<file path="src/rtl/occ_pkg.sv">
// Shared types and helpers for the occupancy counter.
package occ_pkg;

    // Number of sensor channels handled by the front end.
    localparam int NUM_TRIG = 2;

    // Channel index of each sensor line in the front-end arrays.
    typedef enum logic [0:0] {
        TRIG_ENTRY = 1'b0,
        TRIG_EXIT  = 1'b1
    } trig_id_e;

    // Step requests handed from the edge detectors to the counter.
    typedef struct packed {
        logic up;
        logic down;
    } step_req_t;

    // Action the counter takes in a given cycle.
    typedef enum logic [1:0] {
        STEP_HOLD = 2'd0,
        STEP_UP   = 2'd1,
        STEP_DOWN = 2'd2
    } step_e;

    // Bits needed to hold the values 0..max_val.
    function automatic int bits_for(input int max_val);
        if (max_val < 2) begin
            return 1;
        end
        return $clog2(max_val + 1);
    endfunction

    // Chooses the action from the requests, the enable and the bounds.
    function automatic step_e decide_step(
        input step_req_t req,
        input logic      enable,
        input logic      at_top,
        input logic      at_floor
    );
        step_e act;
        act = STEP_HOLD;
        if (enable) begin
            if (req.up && !req.down) begin
                act = at_top ? STEP_HOLD : STEP_UP;
            end else if (req.down && !req.up) begin
                act = at_floor ? STEP_HOLD : STEP_DOWN;
            end
        end
        return act;
    endfunction

endpackage

</file>
<file path="src/rtl/occ_sync.sv">
// Multi-stage flip-flop synchronizer for one asynchronous line.
module occ_sync #(
    parameter int STAGES = 2
) (
    input  logic clk,
    input  logic rst,
    input  logic d_async,
    output logic q_sync
);

    logic [STAGES-1:0] chain;

    always_ff @(posedge clk or posedge rst) begin
        if (rst) begin
            chain <= '0;
        end else begin
            chain <= {chain[STAGES-2:0], d_async};
        end
    end

    assign q_sync = chain[STAGES-1];

endmodule

</file>
<file path="src/rtl/occ_debounce.sv">
// Level filter: a new level is accepted only after HOLD identical samples.
module occ_debounce #(
    parameter int HOLD = 4
) (
    input  logic clk,
    input  logic rst,
    input  logic din,
    output logic level
);

    localparam int RW = (HOLD < 2) ? 1 : $clog2(HOLD + 1);
    localparam logic [RW-1:0] LAST = RW'(HOLD - 1);

    logic [RW-1:0] run;

    always_ff @(posedge clk or posedge rst) begin
        if (rst) begin
            level <= 1'b0;
            run   <= '0;
        end else if (din == level) begin
            run <= '0;
        end else if (run == LAST) begin
            level <= din;
            run   <= '0;
        end else begin
            run <= run + 1'b1;
        end
    end

endmodule

</file>
<file path="src/rtl/occ_edge.sv">
// Rising-edge detector producing a one-cycle pulse.
module occ_edge (
    input  logic clk,
    input  logic rst,
    input  logic level,
    output logic rise
);

    logic prev;

    always_ff @(posedge clk or posedge rst) begin
        if (rst) begin
            prev <= 1'b0;
        end else begin
            prev <= level;
        end
    end

    assign rise = level & ~prev;

endmodule

</file>
<file path="src/rtl/occ_updown.sv">
// Saturating up/down occupancy register.
module occ_updown
    import occ_pkg::*;
#(
    parameter int CNT_MAX = 9,
    parameter int CNT_W   = 4
) (
    input  logic             clk,
    input  logic             rst,
    input  logic             en,
    input  step_req_t        req,
    output logic [CNT_W-1:0] count
);

    localparam logic [CNT_W-1:0] TOP = CNT_W'(CNT_MAX);

    step_e act;

    always_comb begin
        act = decide_step(req, en, (count == TOP), (count == '0));
    end

    always_ff @(posedge clk or posedge rst) begin
        if (rst) begin
            count <= '0;
        end else begin
            unique case (act)
                STEP_UP:   count <= count + 1'b1;
                STEP_DOWN: count <= count - 1'b1;
                default:   count <= count;
            endcase
        end
    end

endmodule

</file>
<file path="src/rtl/occ_counter.sv">
// Occupancy counter top: per-line front end feeding a saturating counter.
module occ_counter
    import occ_pkg::*;
#(
    parameter int CNT_MAX     = 9,
    parameter int DB_HOLD     = 4,
    parameter int SYNC_STAGES = 2,
    localparam int CNT_W      = bits_for(CNT_MAX)
) (
    input  logic             clk,
    input  logic             rst,
    input  logic             en,
    input  logic             entry_raw,
    input  logic             exit_raw,
    output logic [CNT_W-1:0] count
);

    logic [NUM_TRIG-1:0] raw_vec;
    logic [NUM_TRIG-1:0] sync_vec;
    logic [NUM_TRIG-1:0] clean_vec;
    logic [NUM_TRIG-1:0] rise_vec;
    logic                up_stb;
    logic                dn_stb;
    step_req_t           req;

    assign raw_vec[TRIG_ENTRY] = entry_raw;
    assign raw_vec[TRIG_EXIT]  = exit_raw;

    for (genvar i = 0; i < NUM_TRIG; i++) begin : g_front
        occ_sync #(.STAGES(SYNC_STAGES)) u_sync (
            .clk     (clk),
            .rst     (rst),
            .d_async (raw_vec[i]),
            .q_sync  (sync_vec[i])
        );

        occ_debounce #(.HOLD(DB_HOLD)) u_db (
            .clk   (clk),
            .rst   (rst),
            .din   (sync_vec[i]),
            .level (clean_vec[i])
        );

        occ_edge u_edge (
            .clk   (clk),
            .rst   (rst),
            .level (clean_vec[i]),
            .rise  (rise_vec[i])
        );
    end

    assign up_stb   = rise_vec[TRIG_ENTRY];
    assign dn_stb   = rise_vec[TRIG_EXIT];
    assign req.up   = up_stb;
    assign req.down = dn_stb;

    occ_updown #(.CNT_MAX(CNT_MAX), .CNT_W(CNT_W)) u_cnt (
        .clk   (clk),
        .rst   (rst),
        .en    (en),
        .req   (req),
        .count (count)
    );

endmodule

</file>
<file path="config.mk">
export PLATFORM = sky130hd
export DESIGN_NAME = occ_counter
export DESIGN_NICKNAME = d
export VERILOG_FILES = /design/src/rtl/occ_pkg.sv /design/src/rtl/occ_sync.sv /design/src/rtl/occ_debounce.sv /design/src/rtl/occ_edge.sv /design/src/rtl/occ_updown.sv /design/src/rtl/occ_counter.sv
export SDC_FILE = /design/constraint.sdc
export NUM_CORES = 1
export LEC_CHECK = 0
export BUFFER_PORTS_ARGS = -buffer_cell sky130_fd_sc_hd__clkbuf_2
export CAP_MARGIN = 20
export CORE_MARGIN = 2
export CORE_UTILIZATION = 55
export DETAILED_ROUTE_END_ITERATION = 7
export MAX_ROUTING_LAYER = met4
export PLACE_DENSITY_LB_ADDON = 0.08
export SLEW_MARGIN = 40
export SYNTH_ARGS = -nofsm -noshare
export SYNTH_HDL_FRONTEND = slang
export SYNTH_SLANG_ARGS = --single-unit
</file>
<file path="constraint.sdc">
create_clock -name clk -period 4.8 [get_ports clk]
set_input_delay 0.72 -clock clk [delete_from_list [all_inputs] [get_ports clk]]
set_output_delay 0.72 -clock clk [all_outputs]
set_load 0.02 [all_outputs]
</file>
== After elaboration in Yosys (flattened, before gate mapping) ==
Index checks and enable logic that the tools add are counted.
Storage, ports and cells
  logic and storage cells: 44
  register bits after elaboration: 18
  input port bits: 5
Operators by class
  reduce and logical (&&, ||, !) cells: 8
  eq/ne operators: 7
  add/subtract/negate cells: 4
  bitwise operators: 6
  multiplexer cells: 10
Operators with widths (number)
  2-to-1 mux 3 bit: 4
  2-to-1 mux 2 bit: 4
  case mux 4 bit (2 select lines): 1
  adder 3 x 1 -> 3 bit, second input constant: 2
  equality test 3 x 2 -> 1 bit, second input constant: 2
  adder 4 x 1 -> 4 bit, second input constant: 1
  equality test 4 bit, second input constant: 1
  logical NOT 4 bit: 1
  NOT 1 bit: 4
  AND reduction 2 bit: 2
  subtractor 4 x 1 -> 4 bit, second input constant: 1
  AND 1 bit: 2
  equality test 1 bit: 2
  equality test 2 x 1 -> 1 bit, second input constant: 1
  equality test 2 bit, second input constant: 1
  logical AND 1 bit: 2
  logical NOT 1 bit: 2
  nonzero test 2 bit: 1
  2-to-1 mux 1 bit: 1

== Longest topological paths before layout ==
Gate-level depths: netlist (run 1).
  word-level depth: 9
  mapped depth: 8

== Modules after synthesis ==
A second synthesis (run 1) with hierarchy kept.
Unflattened totals
  cell total of the unflattened synthesis: 73
  area total of the unflattened synthesis: 878.3 um2
By module, submodules not included
  occ_updown: area each 345.3 um2, instances 1, cells an instance 37
  occ_debounce: area each 170.2 um2, instances 2, cells an instance 12
  occ_sync: area each 53.8 um2, instances 2, cells an instance 3
  occ_edge: area each 42.5 um2, instances 2, cells an instance 3

== Least setup slack after synthesis (run 1) ==
OpenSTA, ideal clock, no wires.
  path type: register -> register
  from: register u_cnt.count[1]
  to: register u_cnt.count[3]
  clock period less this slack: 2.289 ns
  stages on the path, launching flop included: 9
  arrival time: 2.158 ns
  setup slack: 2.511 ns
  data required time: 4.669 ns
  path through: dfrtp_1 > nor2_1 > a311oi_1 > nand2_1 > ha_1 > ha_1 > or4b_1 > o311ai_1 > o211ai_1
Between the ends
  cells in the longest elaborated chain, start to end: 7
RTL lines
  start, declared: RTL line occ_updown.sv:12  | output logic [CNT_W-1:0] count
  start signal, assigned: RTL line occ_updown.sv:28  | STEP_UP: count <= count + 1'b1;
  start signal, assigned: RTL line occ_updown.sv:29  | STEP_DOWN: count <= count - 1'b1;
  start signal, assigned: RTL line occ_updown.sv:30  | default: count <= count;
  logical NOT 4 bit: RTL line occ_updown.sv:20  | act = decide_step(req, en, (count == TOP), (count == '0));
  2-to-1 mux 2 bit: RTL line occ_pkg.sv:47  | act = at_floor ? STEP_HOLD : STEP_DOWN;
  2-to-1 mux 2 bit: RTL line occ_pkg.sv:46  | end else if (req.down && !req.up) begin
  2-to-1 mux 2 bit: RTL line occ_pkg.sv:44  | if (req.up && !req.down) begin
  2-to-1 mux 2 bit: RTL line occ_pkg.sv:43  | if (enable) begin
  equality test 2 bit or equality test 2 x 1 -> 1 bit (tied branches): RTL line occ_updown.sv:27  | unique case (act)
  case mux 4 bit (2 select lines) or nonzero test 2 bit (tied branches)
Parallel ways exist; a longest one is shown, timed or not.
A chain may end at the register's enable or synchronous reset.

== Worst setup path in the final report (run 1) ==
  from: register g_front[1].u_db.level
  to: register u_cnt.count[3]
Between the ends
  cells in the longest elaborated chain, start to end: 7
RTL lines
  start, declared: RTL line occ_debounce.sv:8  | output logic level
  start signal, assigned: RTL line occ_debounce.sv:23  | level <= din;
  AND 1 bit *: RTL line occ_edge.sv:19  | assign rise = level & ~prev;
  logical AND 1 bit or logical NOT 1 bit (tied branches): RTL line occ_pkg.sv:46, occ_pkg.sv:44
  2-to-1 mux 2 bit or logical AND 1 bit (tied branches): RTL line occ_pkg.sv:46, occ_pkg.sv:44
  2-to-1 mux 2 bit *: RTL line occ_pkg.sv:44
  2-to-1 mux 2 bit *: RTL line occ_pkg.sv:43
  equality test 2 bit or equality test 2 x 1 -> 1 bit (tied branches): RTL line occ_updown.sv:27
  case mux 4 bit (2 select lines) or nonzero test 2 bit (tied branches)
Mark *: on every way between the ends. The rest lies on a longest branch, timed or not.

==> summary.md, run 1 <==
Outcome
• **status** complete, no violations

Setup path
• **kind of launch point of the worst setup path** flop
• **Critical Setup Path Class** reg2reg
• **kind of end point of the critical path** flop
• **maximum fanout along the worst path** 9
• **required time worst endpoint** 4.97 ns
• **data arrival time of the worst path** 2.58 ns

GRT
• **peak-usage layer in the global routing report** met2
• **first-pass GRT wire length** 2.01 mm
• **GR Util All Layers** 15.3%
• **initial antenna violation count** 0
• **met3 track demand over resource in global routing** 3.83%
• **met2 Use GR** 23.3%
• **global routing met1 resource utilization** 19.7%
• **largest net degree at the start of global routing** 19
• **via count of the first global-routing pass** 471
• **global-route congestion overflow total** 0

Layout
• **final std cell area, no fill** 910 µm²
• **final-stage net count** 90
• **commonest non-fill, non-tap cells in the layout** dfrtp_1 (18), clkbuf_2 (8), nor3b_1 (6)
• **fill cell instance count of the final layout** 106
• **most frequent standard cell in the layout excluding fill and tap cells** dfrtp_1
• **ratio of cells with drive above 1 in the final layout** 19.2%
• **synthesis-to-layout area growth** 10.2%
• **diode insertion count for antenna repair** 0

STA
• **final-layout setup total negative slack** 0 ns
• **number of endpoints failing setup at the final stage** 0
• **Slew @ Worst Pin** 0.639 ns
• **setup clock skew after layout** 0.00382 ns
• **f_max** 415 MHz
• **Tmin final** 2.41 ns
• **final hold violation count** 0
• **share of the clock period used by the worst path after layout** 50.2%
• **final max-slew violation count** 0
• **normalized max-slew margin** 57.4%
• **unrepaired setup endpoints after global routing** no

Place
• **final weighted congestion in routability-driven placement** 0.776
• **Port Buf Inserts** 8
• **Post-Place Cell Area** 873 µm²
• **dpl hpwl** 915 µm

Floorplan
• **floorplan die height** 42.8 µm
• **starting utilization of the core area** 61.2%
• **num ports** 9
• **core footprint** 0.00135 mm²
• **Die Area** 0.00183 mm²
• **Die X** 42.8 µm
• **Core Rows** 13

Synthesis
• **flip-flop and latch count after synthesis** 18
• **synthesized netlist cell count** 67
• **cell area after technology mapping** 826 µm²
• **Yosys cell types** 25
• **Warnings, synthesis** 0
• **number of nets produced by synthesis** 78
• **Synth Area per Inst** 12.3 µm²
• **Seq/Total Area, Yosys** 54.5%

Power
• **share of total power in the clock network** 16.2%
• **worst ir drop on vdd** 0.000284 V
• **Final Total Pwr** 0.553 mW
• **combinational group share of total power** 39.8%
• **leakage** 0.423 nW
• **internal cell power** 0.348 mW
• **areal power density over the cells** 608 mW/mm²
• **sequential power share** 44.0%
• **switching power total** 0.205 mW
• **sw frac** 37.1%

Detailed routing
• **remaining design rule violation count** 0
• **via count normalized by instance count** 5.57
• **number of detailed-route iterations in the first pass** 2
• **detailed-route wire length per cell** 12.7 µm
• **number of nets still failing antenna checks after routing** 0
• **drt first-iter violations** 5
• **total wire length after detailed routing** 1.18 mm
• **via total after detailed routing** 518

CTS
• **number of instances resized during post-cts repair** 0
• **clock root buffer** clkbuf_4
• **clock-pin slew reported for the worst setup and hold paths after clock tree synthesis** 0.10 ns
• **post-cts hold buffer count** 0
• **CTS Sinks** 18
• **count of buffers added by post-CTS timing repair for setup** 0
• **number of H-tree branching levels** 1
• **number of buffers between clock root and the deepest sink** 2
• **clock tree from TritonCTS** done
• **Worst-Skew Late Latency** 0.28 ns
• **Inserted Clock Buffers** 3

Job
• **reported max-cap violation count** 0

Worst hold path
• **Hold/Removal Path Class** reg2reg

-- cell type report --
cell class	instances	area (µm²)	share of cell area, %
clock buffers	4	36.3	3.99
inverters	5	18.8	2.06
multi-input cells	43	345	38.0
flip-flops and latches	18	450	49.5
well taps	15	18.8	2.06
repair buffers	8	40.0	4.40
-- final timing paths --
kind / start / to / slack (ns) / cells past startpoint
max: g_front[1].u_db.level / u_cnt.count[3] / 2.39 / 8
min: g_front[1].u_sync.chain[0] / g_front[1].u_sync.chain[1] / 0.36 / 0
max reg2reg: g_front[1].u_db.level / u_cnt.count[3] / 2.39 / 8
min reg2reg: g_front[1].u_sync.chain[0] / g_front[1].u_sync.chain[1] / 0.36 / 0
max in group asynchronous: rst / g_front[1].u_db.run[2] / 3.90 / 2
min in group asynchronous: rst / g_front[0].u_db.run[2] / 0.49 / 2
-- registers in the layout, summed over array words and instances (netlist names) --
register / flops
u_cnt.count: 4
g_front.u_edge.prev: 2
g_front.u_db.level: 2
g_front.u_sync.chain: 4
g_front.u_db.run: 6
-- synthesized netlist by cell type, drive strengths merged --
cell | n | area, µm²
nand2 | 3 | 11.3
nor3b | 6 | 45.0
nor2 | 3 | 11.3
o311ai | 1 | 8.76
xor2 | 1 | 8.76
inv | 5 | 18.8
mux2i | 1 | 10.0
a2111o | 1 | 11.3
mux2 | 3 | 33.8
or4b | 1 | 10.0
nand2b | 1 | 6.26
nand4 | 1 | 6.26
o21ai | 1 | 5.00
a311oi | 1 | 8.76
nor2b | 3 | 18.8
buf | 1 | 11.3
and4 | 1 | 8.76
dfrtp | 18 | 450
nor3 | 2 | 10.0
nand3 | 1 | 5.00
xnor2 | 3 | 26.3
o211ai | 1 | 7.51
ha | 5 | 62.6
fa | 1 | 20.0
a21oi | 2 | 10.0
-- kinds of logic (layout without fill, tap and decap cells) --
family	count (synthesis)	count (layout)	share of synthesized area (%)
compound gates	7	7	6.21
xor+xnor	4	4	4.24
fa+ha+maj	6	6	10.0
buf+inv	6	17	3.64
flops	18	18	54.5
mux	4	4	5.30
simple gates	22	22	16.1
-- per-stage QoR --
stage,util [%],setup WS (ns),cells,hold WS [ns]
2_1_floorplan,-,2.51,67,0.331
3_3_place_gp,64.7,2.41,89,0.333
3_5_place_dp,64.7,2.33,89,0.335
4_1_cts,67.4,2.37,93,0.357
5_1_grt,67.4,2.27,93,0.380
6_report,67.4,2.39,93,0.355
-- power groups by stage --
stage	Sequential (mW)	Clock [mW]	Combinational, mW
after floorplan	0.256	0	0.163
after global placement	0.244	0	0.217
after detailed placement	0.248	0	0.223
after CTS	0.244	0.0924	0.224
after global routing	0.252	0.100	0.246
final	0.243	0.0896	0.220
-- critical path: stages, from the launching register on --
cell      delay (ns)
dfrtp_1         0.43
nor2b_1         0.16
a311oi_1        0.22
nand2_1         0.09
ha_1            0.30
ha_1            0.38
or4b_1          0.48
o311ai_1        0.11
o211ai_1        0.12
-- layer usage --
| layer | vias to the layer above | wire length (µm) |
|---|---|---|
| met5 | - | 0 |
| met4 | 0 | 9 |
| met3 | 2 | 24 |
| met2 | 4 | 567 |
| met1 | 252 | 577 |
| li1 | 260 | - |
Power figures use the tool's default switching activity.
==> run 2, diff against run 1 <==
Settings changed: CORE_UTILIZATION 55 to 54.
Clock period 4.8 ns to 2.45 ns, I/O delays scaled along.
==> summary.md, run 2 (synthesis results as in run 1) <==
Power
• **switching power total** 0.409 mW
• **sequential power share** 41.6%
• **leakage** 0.428 nW
• **sw frac** 36.7%
• **internal cell power** 0.704 mW
• **areal power density over the cells** 1200 mW/mm²
• **share of total power in the clock network** 16.1%
• **worst ir drop on vdd** 0.000625 V
• **combinational group share of total power** 42.3%

Layout
• **Top Registers** g_front.u_db.run x6, g_front.u_sync.chain x4, u_cnt.count x4
• **synthesis-to-layout area growth** 12.7%
• **diode insertion count for antenna repair** 0
• **flip-flop count of the largest register, all copies and words added** 6
• **most frequent standard cell in the layout excluding fill and tap cells** dfrtp_1
• **post-route insts no fill** 96
• **ratio of cells with drive above 1 in the final layout** 23.8%
• **commonest non-fill, non-tap cells in the layout** dfrtp_1 (18), clkbuf_2 (8), nor3b_1 (6)
• **final-stage net count** 92
• **largest register by flop count** g_front.u_db.run

Setup path
• **data arrival time of the worst path** 2.41 ns
• **delay of the slowest critical-path stage** 0.47 ns
• **kind of cell with the highest combined delay on the critical path** simple AND/OR/NAND/NOR gates
• **cell depth of the worst flop-to-flop path** 7
• **combined buffer and inverter count along the critical path** 0
• **required time worst endpoint** 2.63 ns
• **most prevalent standard cell on the critical path** ha_2
• **maximum fanout along the worst path** 9
• **kind of launch point of the worst setup path** flop
• **ordered list of cells on the worst path** nor2b_1, and4_1, ha_2, ha_2, or4b_1, o311ai_1, o211ai_1
• **Critical Path Stages** 7
• **kind of end point of the critical path** flop
• **Worst path slowest cell** or4b_1
• **Critical Setup Path Class** reg2reg

Floorplan
• **num ports** 9
• **floorplan die height** 43.1 µm
• **Core Rows** 14
• **starting utilization of the core area** 56.1%
• **Die X** 43.1 µm
• **Die Area** 0.00186 mm²
• **core footprint** 0.00147 mm²

Place
• **Port Buf Inserts** 8
• **dpl hpwl** 923 µm
• **final weighted congestion in routability-driven placement** 0.714
• **cell total after placement** 92

GRT
• **GR Util All Layers** 16.7%
• **initial antenna violation count** 0
• **largest net degree at the start of global routing** 19
• **first-pass GRT wire length** 2.15 mm
• **via count of the first global-routing pass** 523
• **global-route congestion overflow total** 0

CTS
• **post-cts hold buffer count** 0
• **number of buffers between clock root and the deepest sink** 2
• **count of buffers added by post-CTS timing repair for setup** 0
• **CTS Sinks** 18
• **number of H-tree branching levels** 1
• **Worst-Skew Late Latency** 0.29 ns
• **clock-pin slew reported for the worst setup and hold paths after clock tree synthesis** 0.10 ns
• **number of instances resized during post-cts repair** 0
• **clock root buffer** clkbuf_4
• **clock tree from TritonCTS** done
• **Inserted Clock Buffers** 3

STA
• **unrepaired setup endpoints after global routing** no
• **final max-slew violation count** 0
• **normalized max-slew margin** 56.9%
• **share of the clock period used by the worst path after layout** 91.3%
• **minimum hold slack** 0.126 ns
• **final-layout setup total negative slack** 0 ns
• **f_max** 447 MHz
• **number of endpoints failing setup at the final stage** 0
• **final hold violation count** 0
• **Slew @ Worst Pin** 0.646 ns
• **Tmin final** 2.24 ns
• **setup clock skew after layout** 0.00133 ns

Job
• **reported max-cap violation count** 0

Worst hold path
• **Hold/Removal Path Class** in2async

Outcome
• **status** complete, no violations

Detailed routing
• **number of detailed-route iterations in the first pass** 4
• **number of nets still failing antenna checks after routing** 0
• **remaining design rule violation count** 0
• **via total after detailed routing** 513
• **via count normalized by instance count** 5.34
• **total wire length after detailed routing** 1.20 mm
• **drt first-iter violations** 7
• **detailed-route wire length per cell** 12.5 µm

[run 2: changes by cell type in the layout (fill, tap and decap cells not counted)]
cell	previous run	this run
ha_2	0	2
buf_4	0	2
ha_1	5	3
[run 2: per-stage QoR]
| stage | utilization (%) | area, µm² | setup slack [ns] | power, mW |
|---|---|---|---|---|
| 3_5_place_dp | 60.5 | 890 | 0.0927 | 0.941 |
| 3_3_place_gp | 60.5 | 890 | 0.131 | 0.923 |
| 5_1_grt | 63.3 | 931 | 0.0575 | 1.21 |
| 4_1_cts | 62.9 | 926 | 0.0767 | 1.12 |
| 2_1_floorplan | - | 826 | 0.161 | 0.821 |
| 6_report | 63.3 | 931 | 0.214 | 1.11 |
[run 2: layer usage]
metal	GRT usage [%]	share of wire, %	wire length [µm]
met3	3.83	3.4	41
met2	24.5	45	538
met5	-	0	0
met4	9.09	2.3	27
met1	21.3	49	590
[run 2: cell type report]
class	count	area, µm²
multi-input combinational	43	350
timing repair buffer	10	55.1
fill	137	541
tap	16	20.0
clock buffer	4	36.3
inverter	5	18.8
sequential	18	450
[run 2: final timing paths]
path / slack (ns) / endpoint / startpoint
worst min register to register: 0.36 / g_front[1].u_sync.chain[1] / g_front[1].u_sync.chain[0]
worst min-delay path: 0.13 / u_cnt.count[3] / rst
worst max-delay path: 0.21 / u_cnt.count[3] / g_front[1].u_db.level
max in group asynchronous: 1.91 / g_front[0].u_sync.chain[1] / rst
min in group clk: 0.17 / g_front[1].u_sync.chain[0] / exit_raw
worst max register to register: 0.21 / u_cnt.count[3] / g_front[1].u_db.level
[run 2: power groups by stage]
| stage | Sequential, mW | Clock [mW] | Combinational, mW |
|---|---|---|---|
| after detailed placement | 0.470 | 0 | 0.471 |
| after CTS | 0.464 | 0.188 | 0.472 |
| after global routing | 0.477 | 0.195 | 0.538 |
| after floorplan | 0.502 | 0 | 0.319 |
| after global placement | 0.466 | 0 | 0.457 |
| final | 0.463 | 0.179 | 0.471 |
